`src/rtl/wht_fold_pkg.sv`:
```
package wht_fold_pkg;

    typedef enum logic [1:0] {
        ST_IDLE  = 2'd0,
        ST_LOOP  = 2'd1,
        ST_FLUSH = 2'd2
    } wht_state_e;

endpackage

```
`src/rtl/wht_butterfly.sv`:
```
module wht_butterfly #(
    parameter int W = 11
) (
    input  logic signed [W-1:0] a,
    input  logic signed [W-1:0] b,
    output logic signed [W-1:0] sum,
    output logic signed [W-1:0] dif
);

    assign sum = a + b;
    assign dif = a - b;

endmodule

```
`src/rtl/wht_pease_stage.sv`:
```
module wht_pease_stage #(
    parameter int N_PTS = 8,
    parameter int W     = 11
) (
    input  logic [N_PTS*W-1:0] x,
    output logic [N_PTS*W-1:0] y
);

    localparam int HALF = N_PTS / 2;

    logic [N_PTS*W-1:0] gathered;

    // gather: slot q reads word 2*(q mod HALF) + q/HALF
    for (genvar q = 0; q < N_PTS; q++) begin : g_gather
        localparam int SRC = 2 * (q % HALF) + (q / HALF);
        assign gathered[q*W +: W] = x[SRC*W +: W];
    end

    for (genvar k = 0; k < HALF; k++) begin : g_bfly
        wht_butterfly #(.W(W)) u_bf (
            .a   (gathered[(2*k)*W +: W]),
            .b   (gathered[(2*k+1)*W +: W]),
            .sum (y[(2*k)*W +: W]),
            .dif (y[(2*k+1)*W +: W])
        );
    end

endmodule

```
`src/rtl/wht_fold_core.sv`:
```
module wht_fold_core
    import wht_fold_pkg::*;
#(
    parameter int LOG_N = 3,
    parameter int IN_W  = 8,
    parameter int HF    = 3
) (
    input  logic                                clk,
    input  logic                                rst,
    input  logic                                load_valid,
    input  logic [(1<<LOG_N)*IN_W-1:0]          load_data,
    output logic                                busy,
    output logic                                res_valid,
    output logic [(1<<LOG_N)*(IN_W+LOG_N)-1:0]  res_data
);

    localparam int N_PTS   = 1 << LOG_N;
    localparam int OUT_W   = IN_W + LOG_N;
    localparam int RES_VEC = N_PTS * OUT_W;
    localparam int PHYS    = LOG_N / HF;
    localparam int STEP_W  = $clog2(LOG_N + 1);
    localparam logic [STEP_W-1:0] LAST_STEP = STEP_W'(LOG_N - 1);

    if ((LOG_N % HF) != 0 || HF < 1) begin : g_bad_fold
        $error("HF must divide LOG_N");
    end

    wht_state_e state_q, state_d;

    logic [STEP_W-1:0]  step_q;
    logic [RES_VEC-1:0] hold_q;
    logic [RES_VEC-1:0] res_q;
    logic               res_vld_q;
    logic [RES_VEC-1:0] load_ext;
    logic [RES_VEC-1:0] stage_in  [PHYS];
    logic [RES_VEC-1:0] stage_out [PHYS];
    logic [RES_VEC-1:0] pipe_q    [PHYS];

    // sign-extend every input word to the full result width
    for (genvar e = 0; e < N_PTS; e++) begin : g_ext
        assign load_ext[e*OUT_W +: OUT_W] = OUT_W'($signed(load_data[e*IN_W +: IN_W]));
    end

    // physical stage chain; stage 0 is fed by the captured block or the loop-back
    for (genvar s = 0; s < PHYS; s++) begin : g_stage
        if (s == 0) begin : g_head
            assign stage_in[s] = (step_q == '0) ? hold_q : pipe_q[PHYS-1];
        end else begin : g_body
            assign stage_in[s] = pipe_q[s-1];
        end
        wht_pease_stage #(.N_PTS(N_PTS), .W(OUT_W)) u_stage (
            .x (stage_in[s]),
            .y (stage_out[s])
        );
    end

    // next-state logic
    always_comb begin
        state_d = state_q;
        unique case (state_q)
            ST_IDLE:  if (load_valid)          state_d = ST_LOOP;
            ST_LOOP:  if (step_q == LAST_STEP) state_d = ST_FLUSH;
            ST_FLUSH:                          state_d = ST_IDLE;
            default:                           state_d = ST_IDLE;
        endcase
    end

    // state register
    always_ff @(posedge clk) begin
        if (rst) state_q <= ST_IDLE;
        else     state_q <= state_d;
    end

    // datapath registers
    always_ff @(posedge clk) begin
        if (rst) begin
            step_q    <= '0;
            hold_q    <= '0;
            res_q     <= '0;
            res_vld_q <= 1'b0;
            for (int s = 0; s < PHYS; s++) pipe_q[s] <= '0;
        end else begin
            res_vld_q <= 1'b0;
            unique case (state_q)
                ST_IDLE: begin
                    if (load_valid) begin
                        hold_q <= load_ext;
                        step_q <= '0;
                    end
                end
                ST_LOOP: begin
                    step_q <= step_q + 1'b1;
                    for (int s = 0; s < PHYS; s++) pipe_q[s] <= stage_out[s];
                end
                ST_FLUSH: begin
                    res_q     <= pipe_q[PHYS-1];
                    res_vld_q <= 1'b1;
                end
                default: ;
            endcase
        end
    end

    // outputs
    always_comb begin
        busy      = (state_q != ST_IDLE);
        res_valid = res_vld_q;
        res_data  = res_q;
    end

endmodule

```
`config.mk`:
```
export PLATFORM = sky130hd
export DESIGN_NAME = wht_fold_core
export DESIGN_NICKNAME = d
export VERILOG_FILES = /design/src/rtl/wht_fold_pkg.sv /design/src/rtl/wht_butterfly.sv /design/src/rtl/wht_pease_stage.sv /design/src/rtl/wht_fold_core.sv
export SDC_FILE = /design/constraint.sdc
export NUM_CORES = 1
export LEC_CHECK = 0
export BUFFER_PORTS_ARGS = -buffer_cell sky130_fd_sc_hd__buf_4
export CELL_PAD_IN_SITES_DETAIL_PLACEMENT = 1
export CELL_PAD_IN_SITES_GLOBAL_PLACEMENT = 1
export CORE_ASPECT_RATIO = 0.7
export CORE_MARGIN = 8
export CORE_UTILIZATION = 45
export CTS_CLUSTER_DIAMETER = 50
export CTS_CLUSTER_SIZE = 16
export DETAILED_ROUTE_END_ITERATION = 12
export GPL_ROUTABILITY_DRIVEN = 0
export GPL_TIMING_DRIVEN = 0
export PLACE_DENSITY = 0.77
export SLEW_MARGIN = 15
export SYNTH_ARGS = -nofsm -noshare
export SYNTH_HDL_FRONTEND = slang
export SYNTH_HIERARCHICAL = 1
export SYNTH_SLANG_ARGS = --single-unit
```
`constraint.sdc`:
```
create_clock -name clk -period 5.1 [get_ports clk]
set_input_delay 1.02 -clock clk [delete_from_list [all_inputs] [get_ports clk]]
set_output_delay 1.02 -clock clk [all_outputs]
set_load 0.02 [all_outputs]
```
Yosys cells after proc, flatten, opt, wreduce, memory -nomap -nowiden
Memories as Yosys holds them, arrays and structs flattened.
Index checks and enable logic that the tools add are counted.
Storage, ports and cells
  latch bits: 0
  flip-flop bits (word level): 178
  bits in writable memories: 88
  memories: 1
  input bits: 67
  memory bits (read-only): 0
  output and inout port bits: 90
  logic and storage cells: 42
Operators by class
  magnitude comparators: 0
  multipliers: 0
  add/sub/neg operators: 9
  bitwise gates (word level): 0
  reduce and logical (&&, ||, !) cells: 8
  eq/ne operators: 5
  shifts and indexed selects: 0
  multiplexer cells: 14
  divide/modulo/power cells: 0
Memory list
  pipe_q: words 1, bits a word 88, read ports 1, clocked after Yosys merged registers in 0, wr ports 1, line wht_fold_core.sv:37  | logic [RES_VEC-1:0] pipe_q [PHYS];
Operator list (count)
  $mux 88: 2
  $reduce_or 88->1: 1
  $add 11x11->11: 4
  $sub 11x11->11: 4
  $pmux 2 s2: 2
  $mux 1: 7
  $mux 2: 3
  $reduce_and 2->1: 3
  $eq 2x2->1 const B: 2
  $logic_not 2->1: 2
  $ne 2x2->1 const B: 2
  $reduce_bool 2->1: 2
  $add 2x1->2 const B: 1
  $eq 2x1->1 const B: 1

Logic depth before layout (Yosys ltp)
  depth after elaboration: 6
  gate-level depth with buffers: 16
  depth with buffers taken out: 13

By module
Netlist, hierarchy kept.
By module, submodules not included
  wht_fold_core: cells each 1012, sequential area each 5785.5 µm², times used 1, area an instance 9738.1 µm²
  wht_butterfly at g_stage[0].u_stage.g_bfly[1].u_bf ...: cells each 133, sequential area each 0.0 µm², times used 2, area an instance 991.0 µm²
  wht_butterfly at g_stage[0].u_stage.g_bfly[3].u_bf: cells each 133, sequential area each 0.0 µm², times used 1, area an instance 994.7 µm²
  wht_butterfly at g_stage[0].u_stage.g_bfly[0].u_bf: cells each 133, sequential area each 0.0 µm², times used 1, area an instance 988.4 µm²

Worst setup path after synthesis
OpenSTA, ideal clock, no wires.
  path type: input port to flip-flop
  start: input port rst
  end: memory pipe_q[0][0] (netlist bit) (enable)
  setup slack: 1.010 ns
  stages on the path: 3
  buffers on the path: 2
  arrival time: 3.629 ns
  required time: 4.639 ns
  setup time: 0.461 ns
  cell sequence: buf_2 > clkbuf_1 > nand2b_1
Between the ends
  longest elaborated chain between the ends: 4
  elaborated cells between the ends (all ways): 6
  those cells by class: mux: 5; reduce/logical: 1
RTL lines
  start, declared: line wht_fold_core.sv:9  | input logic rst,
  $mux 1: line wht_fold_core.sv:76  | if (rst) begin
  $mux 1 (not written as such): line wht_fold_core.sv:93  | for (int s = 0; s < PHYS; s++) pipe_q[s] <= stage_out[s];
  $reduce_or 88->1 (no source line)
  $mux 1 (no source line) (*)
  end, declared: line wht_fold_core.sv:37
Every way passes the cells marked *; elsewhere a longest branch is shown, timed or not.

==> metrics.txt <==
Worst Tran Pin Value 914 ps; Area Growth Syn to Fin 19.0%; wire length per cell 21.5 um; synth warn 6; async set-reset flop share out of synthesis 0%; Most Used Layer, Global Route met2; minimum clock period 4170 ps; CTS Sinks 245; reg2reg start step_q[0]; num ports 157; number of global-route vias before repair 11900; dpl hpwl 35700 um; CP max FO 10; R2R Setup Slk 930 ps; RSZ-0062 raised after global routing no; DRC 0; die width 225 um; diode count 0; hold_sp hold_q[14]; CP Capture Type flop; fraction of layout cells with a size suffix above 1 20.6%; largest net degree at the start of global routing 47; fin crit share 81.8%; Final Slew Violations 0; via count 11500; final hold slack 456 ps; Fmax achieved 0.240 GHz; Finished Layout Cells 2160; pwr/cell area 343 nW/um^2; Detail Route Antenna Nets 0; most frequent cells in the layout nand2_1, a21oi_1, buf_4; post-synthesis average cell area 8.88 um^2; Initial DRT Pass Iterations 5; Clock Root Buffer clkbuf_16; P_leak 6.79 nW; Die Area 36400 um^2; ys flop type dfxtp_1; hold violation count in the final report 0; most common cell after layout, fill and taps aside nand2_1; DR vias/cell 5.32; status finished, final reports clean; Clock Path Buffers 3; met3 usage 5.15%; gr usage total 25.0%; CTS buffer count 26; cts repair resizes 0; Worst Hold Endpoint hold_q[14]; clk_lat worst skew 560 ps; GRT overflow 0; Post-CTS Hold Fix Bufs 0; Worst Setup Start Kind flop; syn nets 1701; Worst Hold Depth 2; Final setup viols 0; FF+latch count, synth 245; Reg clk slew, reported paths 80 ps; final core occ 54.4%; GR Util met1 35.0%; initial cell density of the core 45.7%; P_sw 0.00178 W; PortBufs 155; Max-Cap Viols 0; CTS tree done; Netlist cell types 53; Setup Fix Bufs, Post-CTS 0; arrival time at the worst endpoint 4500 ps; Power Internal 0.00381 W; EDFF count, synth 88; Hold WC Path Type reg2reg; die height 162 um; reg2reg end pipe_q[0][54]; M2 GR Usage 38.4%; nets 1885; max_slew headroom 39.0%; Seq/Total Area, Yosys 42.2%; worst-case reg-to-reg path depth 16; dpl cells 2112; H-Tree Depth 1; Clock Skew 33.1 ps; peak supply drop 0.000196 V; core area 30000 um^2; combinational cell fraction of total power 24.8%; post-synthesis cell area 13700 um^2; final WL 46400 um; Clock power frac 35.4%; Syn Inst Count 1544; initial antenna violation count 0; first-pass GRT wire length 70500 um; Site Rows 53; required time of the critical path 5430 ps; crit path kind reg2reg; Iteration-0 DRC Markers 699; switching share of power 31.9%; register share of total power 39.8%
registers in the layout, indices dropped and copies added (netlist names):
name / cells
step_q: 2
pipe_q: 88
res_valid: 1
hold_q: 64
state_q: 2
res_data: 88
cell families (layout without fill, tap and decap cells):
| logic type | Yosys count | after routing | synth area share [%] |
|---|---|---|---|
| AND/OR/NAND/NOR | 538 | 538 | 17.9 |
| buffers and inverters | 221 | 425 | 7.65 |
| multiplexers | 57 | 57 | 4.67 |
| adder cells (fa/ha/maj) | 90 | 90 | 8.66 |
| AO/OA/AOI/OAI | 321 | 321 | 14.3 |
| XOR/XNOR | 72 | 72 | 4.60 |
| flip-flops | 245 | 245 | 42.2 |
cell usage after synthesis (all sizes together), types with 13 or more instances:
cell type,n,area [um^2]
and2,92,576
a21oi,189,976
nand2,320,1200
mux2,56,631
ha,82,1030
o21ai,55,290
inv,117,439
buf,67,468
edfxtp,88,2640
xor2,27,236
dfxtp,157,3140
clkbuf,37,141
nor2,61,236
xnor2,45,394
nor3,13,65.1
nor2b,14,87.6
cell type report:
| type | instances | area (um^2) |
|---|---|---|
| fillers | 3602 | 13700 |
| clock buffers | 33 | 718 |
| clock inverters | 15 | 169 |
| repair buffers | 156 | 1190 |
| plain buffers | 104 | 609 |
| multi-input cells | 1078 | 6880 |
| well taps | 412 | 515 |
| flip-flops and latches | 245 | 5790 |
| inverters | 117 | 439 |
power by group through the flow:
stage | logic, W | registers, W | clock network [W]
detailed placement | 0.00135 | 0.00227 | 0
floorplan | 0.000977 | 0.00224 | 0
global route | 0.00151 | 0.00224 | 0.00208
finish | 0.00139 | 0.00223 | 0.00198
global placement | 0.00129 | 0.00227 | 0
CTS | 0.00137 | 0.00223 | 0.00201
worst max-delay path by stage:
stage                     cells past startpoint       from            end  slack [ps]
after CTS                                    16  step_q[0]  pipe_q[0][54]        1010
after global placement                        3        rst  pipe_q[0][81]        -590
after global routing                         16  step_q[0]  pipe_q[0][54]         680
final                                        16  step_q[0]  pipe_q[0][54]         930
after detailed placement                     16  step_q[0]  pipe_q[0][54]        1090
after floorplan                               3        rst   pipe_q[0][0]        1010
layer usage:
metal | vias up | share of wire (%)
met1 | 5623 | 46
met2 | 318 | 44
met5 | - | 0
met4 | 0 | 2.9
met3 | 69 | 6.9
li1 | 5483 | -
through the flow:
stage	setup TNS (ps)	cell area (um^2)	total power [W]	worst slack [ps]
2_1_floorplan	0	13700	0.00321	1010
3_3_place_gp	-50750	15400	0.00357	-589
3_5_place_dp	0	15400	0.00362	1090
4_1_cts	0	16300	0.00561	1010
5_1_grt	0	16300	0.00583	684
6_report	0	16300	0.00559	930
critical path: stages, from the launching register on:
cell and delay [ps]:
dfxtp_1 330, inv_1 100, ha_1 200, clkbuf_1 290, buf_2 370, buf_2 400, nand2_1 160, o21ai_0 270
inv_1 110, ha_1 310, buf_2 250, inv_1 130, a221oi_1 390, nand2_1 90, o221a_2 260, xnor2_1 130
and2_1 150
Power figures use the tool's default switching activity.
